$ cat config.mk
export PLATFORM = sky130hd
export DESIGN_NAME = tmr_unit
export DESIGN_NICKNAME = d
export VERILOG_FILES = /design/src/rtl/tmr_pkg.sv /design/src/rtl/tmr_ctrl.sv /design/src/rtl/tmr_datapath.sv /design/src/rtl/tmr_unit.sv
export SDC_FILE = /design/constraint.sdc
export NUM_CORES = 1
export LEC_CHECK = 0
export CAP_MARGIN = 10
export CORE_MARGIN = 2
export CORE_UTILIZATION = 45
export CTS_CLUSTER_SIZE = 40
export DETAILED_ROUTE_END_ITERATION = 10
export GPL_TIMING_DRIVEN = 0
export HOLD_SLACK_MARGIN = 0.08
export PLACE_DENSITY = 0.74
export SLEW_MARGIN = 20
export SYNTH_ARGS = -nofsm -noshare
export SYNTH_HDL_FRONTEND = slang
export SYNTH_SLANG_ARGS = --single-unit
$ cat constraint.sdc
create_clock -name clk -period 3.7 [get_ports clk]
set_input_delay 0.555 -clock clk [delete_from_list [all_inputs] [get_ports clk]]
set_output_delay 0.555 -clock clk [all_outputs]
set_load 0.1 [all_outputs]
$ cat src/rtl/tmr_pkg.sv
package tmr_pkg;
  timeunit 1ns;
  timeprecision 1ps;

  localparam int MaxTimers = 8;
  localparam int IdxW      = 3;
  localparam int DataW     = 32;

  // control word bit positions (software-visible)
  localparam int CtlEn      = 0;
  localparam int CtlRestart = 1;
  localparam int CtlLoad    = 2;
  localparam int CtlIrqEn   = 3;
  localparam int CtlPend    = 4;

  typedef enum logic [2:0] {
    RD_NONE,
    RD_SCALER,
    RD_SCALER_RLD,
    RD_UNIT_CFG,
    RD_COUNTER,
    RD_RELOAD,
    RD_CONTROL
  } rdSel_e;

  typedef struct packed {
    logic                 wrScaler;
    logic                 wrScalerRld;
    logic [MaxTimers-1:0] wrCounter;
    logic [MaxTimers-1:0] wrReload;
    logic [MaxTimers-1:0] wrControl;
    rdSel_e               rdSel;
    logic [IdxW-1:0]      rdIdx;
  } tmrStrobe_t;
endpackage

$ cat src/rtl/tmr_ctrl.sv
module tmr_ctrl
  import tmr_pkg::*;
#(
  parameter int NumTimers = 2
) (
  input  logic       busWr,
  input  logic       busRd,
  input  logic [7:0] busAddr,
  output tmrStrobe_t strobe
);
  timeunit 1ns;
  timeprecision 1ps;

  localparam logic [3:0] NumTimersW = 4'(NumTimers);

  logic [3:0]      win;
  logic [3:0]      off;
  logic [3:0]      chNum;
  logic            isHdr;
  logic            chOk;
  logic [IdxW-1:0] chIdx;
  rdSel_e          sel;

  assign win   = busAddr[7:4];
  assign off   = busAddr[3:0];
  assign isHdr = (win == 4'd0);
  assign chNum = win - 4'd1;
  assign chOk  = !isHdr && (chNum < NumTimersW);
  assign chIdx = chNum[IdxW-1:0];

  always_comb begin
    sel = RD_NONE;
    if (isHdr) begin
      case (off)
        4'h0:    sel = RD_SCALER;
        4'h4:    sel = RD_SCALER_RLD;
        4'h8:    sel = RD_UNIT_CFG;
        default: sel = RD_NONE;
      endcase
    end else if (chOk) begin
      case (off)
        4'h0:    sel = RD_COUNTER;
        4'h4:    sel = RD_RELOAD;
        4'h8:    sel = RD_CONTROL;
        default: sel = RD_NONE;
      endcase
    end
  end

  always_comb begin
    strobe             = '0;
    strobe.rdSel       = busRd ? sel : RD_NONE;
    strobe.rdIdx       = chIdx;
    strobe.wrScaler    = busWr && (sel == RD_SCALER);
    strobe.wrScalerRld = busWr && (sel == RD_SCALER_RLD);
    for (int i = 0; i < MaxTimers; i++) begin
      strobe.wrCounter[i] = busWr && (sel == RD_COUNTER) && (chIdx == IdxW'(i));
      strobe.wrReload[i]  = busWr && (sel == RD_RELOAD)  && (chIdx == IdxW'(i));
      strobe.wrControl[i] = busWr && (sel == RD_CONTROL) && (chIdx == IdxW'(i));
    end
  end
endmodule

$ cat src/rtl/tmr_datapath.sv
module tmr_datapath
  import tmr_pkg::*;
#(
  parameter int NumTimers = 2,
  parameter int IrqBase   = 8,
  parameter int ScalerW   = 16
) (
  input  logic                 clk,
  input  logic                 rstN,
  input  logic [DataW-1:0]     busWdata,
  input  tmrStrobe_t           strobe,
  output logic [DataW-1:0]     busRdata,
  output logic [NumTimers-1:0] timerIrq
);
  timeunit 1ns;
  timeprecision 1ps;

  localparam logic [DataW-1:0] UnitCfg =
    {22'd0, 1'b1, 1'b1, 5'(IrqBase), 3'(NumTimers)};

  // shared prescaler
  logic [ScalerW-1:0] scalerQ;
  logic [ScalerW-1:0] scalerRldQ;
  logic               tick;

  assign tick = (scalerQ == '0);

  always_ff @(posedge clk) begin
    if (!rstN) begin
      scalerQ    <= '0;
      scalerRldQ <= '0;
    end else if (strobe.wrScalerRld) begin
      scalerRldQ <= busWdata[ScalerW-1:0];
      scalerQ    <= busWdata[ScalerW-1:0];
    end else if (strobe.wrScaler) begin
      scalerQ <= busWdata[ScalerW-1:0];
    end else if (tick) begin
      scalerQ <= scalerRldQ;
    end else begin
      scalerQ <= scalerQ - 1'b1;
    end
  end

  // channel views for the read mux
  logic [DataW-1:0] cntView [NumTimers];
  logic [DataW-1:0] rldView [NumTimers];
  logic [DataW-1:0] ctlView [NumTimers];

  for (genvar g = 0; g < NumTimers; g++) begin : g_ch
    logic [DataW-1:0] cnt;
    logic [DataW-1:0] rld;
    logic             en;
    logic             restart;
    logic             irqEn;
    logic             pend;
    logic             irqPulse;
    logic             wrAny;
    logic             under;

    assign wrAny = strobe.wrCounter[g] | strobe.wrReload[g] | strobe.wrControl[g];
    assign under = tick && en && (cnt == '0) && !wrAny;

    always_ff @(posedge clk) begin
      if (!rstN) begin
        cnt      <= '0;
        rld      <= '0;
        en       <= 1'b0;
        restart  <= 1'b0;
        irqEn    <= 1'b0;
        pend     <= 1'b0;
        irqPulse <= 1'b0;
      end else begin
        irqPulse <= under && irqEn;
        if (wrAny) begin
          if (strobe.wrReload[g])  rld <= busWdata;
          if (strobe.wrCounter[g]) cnt <= busWdata;
          if (strobe.wrControl[g]) begin
            en      <= busWdata[CtlEn];
            restart <= busWdata[CtlRestart];
            irqEn   <= busWdata[CtlIrqEn];
            if (busWdata[CtlPend]) pend <= 1'b0;
            if (busWdata[CtlLoad]) cnt  <= rld;
          end
        end else if (under) begin
          if (irqEn) pend <= 1'b1;
          if (restart) begin
            cnt <= rld;
          end else begin
            cnt <= '1;
            en  <= 1'b0;
          end
        end else if (tick && en) begin
          cnt <= cnt - 1'b1;
        end
      end
    end

    assign cntView[g]  = cnt;
    assign rldView[g]  = rld;
    assign ctlView[g]  = {27'd0, pend, irqEn, 1'b0, restart, en};
    assign timerIrq[g] = irqPulse;
  end

  if (NumTimers < MaxTimers) begin : g_spare
    logic sparesUnused;
    assign sparesUnused = ^{strobe.wrCounter[MaxTimers-1:NumTimers],
                            strobe.wrReload[MaxTimers-1:NumTimers],
                            strobe.wrControl[MaxTimers-1:NumTimers]};
  end

  always_comb begin
    busRdata = '0;
    case (strobe.rdSel)
      RD_SCALER:     busRdata = {{(DataW-ScalerW){1'b0}}, scalerQ};
      RD_SCALER_RLD: busRdata = {{(DataW-ScalerW){1'b0}}, scalerRldQ};
      RD_UNIT_CFG:   busRdata = UnitCfg;
      RD_COUNTER:
        for (int i = 0; i < NumTimers; i++)
          if (strobe.rdIdx == IdxW'(i)) busRdata = cntView[i];
      RD_RELOAD:
        for (int i = 0; i < NumTimers; i++)
          if (strobe.rdIdx == IdxW'(i)) busRdata = rldView[i];
      RD_CONTROL:
        for (int i = 0; i < NumTimers; i++)
          if (strobe.rdIdx == IdxW'(i)) busRdata = ctlView[i];
      default:       busRdata = '0;
    endcase
  end
endmodule

$ cat src/rtl/tmr_unit.sv
module tmr_unit
  import tmr_pkg::*;
#(
  parameter int NumTimers = 2,
  parameter int IrqBase   = 8
) (
  input  logic                 clk,
  input  logic                 rstN,
  input  logic                 busWr,
  input  logic                 busRd,
  input  logic [7:0]           busAddr,
  input  logic [31:0]          busWdata,
  output logic [31:0]          busRdata,
  output logic [NumTimers-1:0] timerIrq
);
  timeunit 1ns;
  timeprecision 1ps;

  if (NumTimers < 1 || NumTimers > MaxTimers) begin : g_badCount
    $error("NumTimers must lie in 1..8");
  end

  tmrStrobe_t strobe;

  tmr_ctrl #(
    .NumTimers(NumTimers)
  ) u_ctrl (
    .busWr  (busWr),
    .busRd  (busRd),
    .busAddr(busAddr),
    .strobe (strobe)
  );

  tmr_datapath #(
    .NumTimers(NumTimers),
    .IrqBase  (IrqBase),
    .ScalerW  (16)
  ) u_dp (
    .clk     (clk),
    .rstN    (rstN),
    .busWdata(busWdata),
    .strobe  (strobe),
    .busRdata(busRdata),
    .timerIrq(timerIrq)
  );
endmodule

==> metrics.txt <==
run status=finished, final reports clean; H-tree levels=4; Power Dens Cells=~350 nW/um2; Max-slew headroom=0.253; DIE HEIGHT=around 160 um; Area growth, synth to finish=21.6%; vias per cell=just under 7; simple-gate share of the synthesized area=0.246; initial antenna violation count=3; # DRC=0; clk buf depth=2; CP Buf/Inv Count=4; syn avg cell area=a little over 7 um2; P_leak=around 4.6 nW; CTS tree=done; Final Power=between 4 and 5 mW; register area share after synthesis=0.312; crit-path leading delay family=buffers and inverters; # hold bufs at CTS=0; wire length on met3=about 7200 um; Syn Nets=1,555; placed inst area=between 10,000 and 15,000 um2; # setup viols final=0; crit path DAT=3.04 ns; routed wl met2=about 21,000 um; adder-cell share of the synthesized area=0.00688; final hold violations=0; Post-Route Skew=0.0163 ns; via count=between 10,000 and 15,000; Final Max Slew Viols=0; vias in the first global route=about 12,000; Fin Hold WS=0.483 ns; GRT Resource Usage Total=0.388; Post-Route M1 WL=roughly 20,000 um; RSZ-0062 raised after global routing=true; post-synth cell types=between 70 and 80; CP Capture Type=output port; global-route wire length before repair=74,700 um; root buf cell=clkbuf_16; CP Max Fanout=10; synthesized area=between 10,000 and 15,000 um2; Post-synth EDFFs=0; total core area=between 20,000 and 25,000 um2; largest area contributor in the netlist=dfxtp_1; R2R cell count=10; mux cell area share after synthesis=0.0469; row count=57; slowest CP cell=a221oi_1; CTS Buf Count=17; Crit Path Class=in -> out; Hold Path Class=reg -> reg; Max Used Layer=met5; synth warn=0; die area=about 26,000 um2; first drt pass iteration count=6; HP Start=u_dp.scalerRldQ[3]$_SDFFE_PN0P_; FF+latch count, synth=170; Initial Utilization=0.454; Critical Path RT=3.14 ns; fin nets=around 1,700; max_cap viols=0; worst r2r dst=u_dp.g_ch[1].cnt[3]$_SDFFE_PN0P_; largest family of logic cells by synthesized area=compound AO/OA/AOI/OAI gates; most numerous cell in the Yosys netlist=nand2_1; final instance area=13,300 um2; min cycle time layout=roughly 3.6 ns; Post-Synth XOR/XNOR Area=0.0233; Final GP Congestion=0.983; total gr overflow=0; post-synth top area share=0.312; reg2reg start=u_dp.scalerQ[0]$_SDFF_PN0_; # IOs=78; DRT iter0 DRCs=about 2,100; Skew-Pair Late Insertion Delay=about 0.46 ns; top post-synthesis cells by count=259 x nand2_1, 170 x dfxtp_1, 136 x a21oi_1; reg2reg setup slack=about 0.15 ns; CTS sink count=170; worst slew pin tran=around 1.1 ns; Synth area leaders=dfxtp_1 31%, nand2_1 8.9%, a21oi_1 6.2%; largest net degree at the start of global routing=17; Crit path largest cell delay=0.56 ns; Mapped Cells=about 1,500; Hold EP=u_dp.scalerRldQ[3]$_SDFFE_PN0P_; Critical Path Start Type=input port; antenna-violating nets left=0; CP Cell Sequence=clkdlybuf4s50_1 > clkbuf_1 > nand3b_1 > nor3_4 > buf_12 > a221oi_1 > o221ai_2 > buf_6; Worst Hold Depth=2; ys flop type=dfxtp_1; Tcrit/Tclk final=0.971; DIE WIDTH=around 160 um; wire length per cell=roughly 26 um; Synth async-reset ratio=0; Synth Area in Compound Gates=0.311; Routed WL=between 50,000 and 60,000 um; Port Buffers=slightly above 70; worst vdd ir=between 200 and 250 uV; Max Clock Freq=about 280 MHz; layout cells sized above 1=0.128; HPWL Detailed=about 39,000 um; Clk pin slew, worst setup/hold paths=approximately 0.080 ns
placed cells by master, fill, tap and decap left out, types with 9 or more instances in the layout:
cell             Yosys  layout
nand4_1             15      15
xnor2_1             21      20
clkdlybuf4s50_1      0      38
buf_4                3      18
a211oi_1            14      14
a221oi_1            19      11
nor4_1              18      17
nand2_1            259     258
inv_1               17      17
clkbuf_4             0       9
a21oi_1            136     136
nor2_2               0      10
and3_1              13      13
o21ai_0            106      97
buf_2                6      11
clkbuf_2             1      12
nand3_1             43      43
clkbuf_1           115      85
buf_6                1      16
clkbuf_16            0      18
nor3_1              40      37
mux2i_1             50      50
o22ai_1             43      27
o211ai_1            41      41
or3_1               19      17
o21ai_2              0       9
dfxtp_1            170     170
or4_1               12      12
nor2_1              98      85
a31oi_1             22      20
o22ai_2              1      17
a22oi_1             72      70
cell families after synthesis:
kind of cell / Yosys count
adders and majority gates: 6
AOI/OAI and AO/OA: 529
and+or+nand+nor: 569
DFF: 170
xor gates and xnor gates: 29
muxes: 51
buffers and inverters: 151
final cells by class:
class                   instances  area, um2
clock buffers                  20        457
inverters                      18       67.6
plain buffers                 129        622
clock inverters                12        114
flip-flops and latches        170       3400
multi-input cells            1184       7340
repair buffers                 81        861
well taps                     324        405
diodes                          1       2.50
fillers                      2290      10800
where the power goes:
| group | total (mW) | switching [mW] | internal [mW] |
|---|---|---|---|
| Combinational | 0.880 | 0.558 | 0.321 |
| Sequential | 1.95 | 0.0656 | 1.88 |
| Clock | 1.82 | 0.853 | 0.971 |
metal layers:
metal,global-route usage,up-vias
met1,0.541,6117
li1,-,5783
met5,0,-
met4,0.185,4
met3,0.0891,173
met2,0.563,969
sequential cells by signal, indices dropped and copies added, names as in the netlist:
name and flops:
u_dp.g_ch.en 2, u_dp.g_ch.pend 2, u_dp.g_ch.rld 64, u_dp.g_ch.restart 2
u_dp.g_ch.cnt 64, u_dp.g_ch.irqEn 2, u_dp.scalerRldQ 16, u_dp.scalerQ 16
u_dp.g_ch.irqPulse 2
worst min-delay path, cell delays in order (launching register included):
cell     delay [ns]
dfxtp_1        0.33
nand2_1        0.06
a21oi_1        0.05
timing repair:
item                                    CTS  global route
gates resized for setup                 295            38
gates cloned                              1             0
pin swaps                                 5             3
endpoints found under the setup margin   72           111
endpoints found under the hold margin     0             0
buffers inserted                          5             1
worst max path at each step:
stage / startpoint / to / slack, ns / cells after the start
after floorplan: busAddr[4] / busRdata[6] / -0.56 / 8
after global placement: busAddr[4] / busRdata[14] / -1.69 / 12
after detailed placement: busAddr[4] / busRdata[14] / -1.70 / 12
after CTS: busAddr[5] / busRdata[5] / 0.0003 / 11
after global routing: busAddr[3] / busRdata[6] / -0.008 / 8
final: busAddr[3] / busRdata[6] / 0.11 / 8
metrics by stage:
step                TNS (ns)   util  setup slack [ns]  std cells
floorplan              -3.18      -            -0.557       1505
global placement      -95.72  0.507             -1.69       1901
detailed placement    -85.20  0.509             -1.70       1903
CTS                        0  0.548          0.000294       1938
global route        -0.00769  0.552          -0.00769       1938
finish                     0  0.552             0.108       1939
Power figures use the tool's default switching activity.
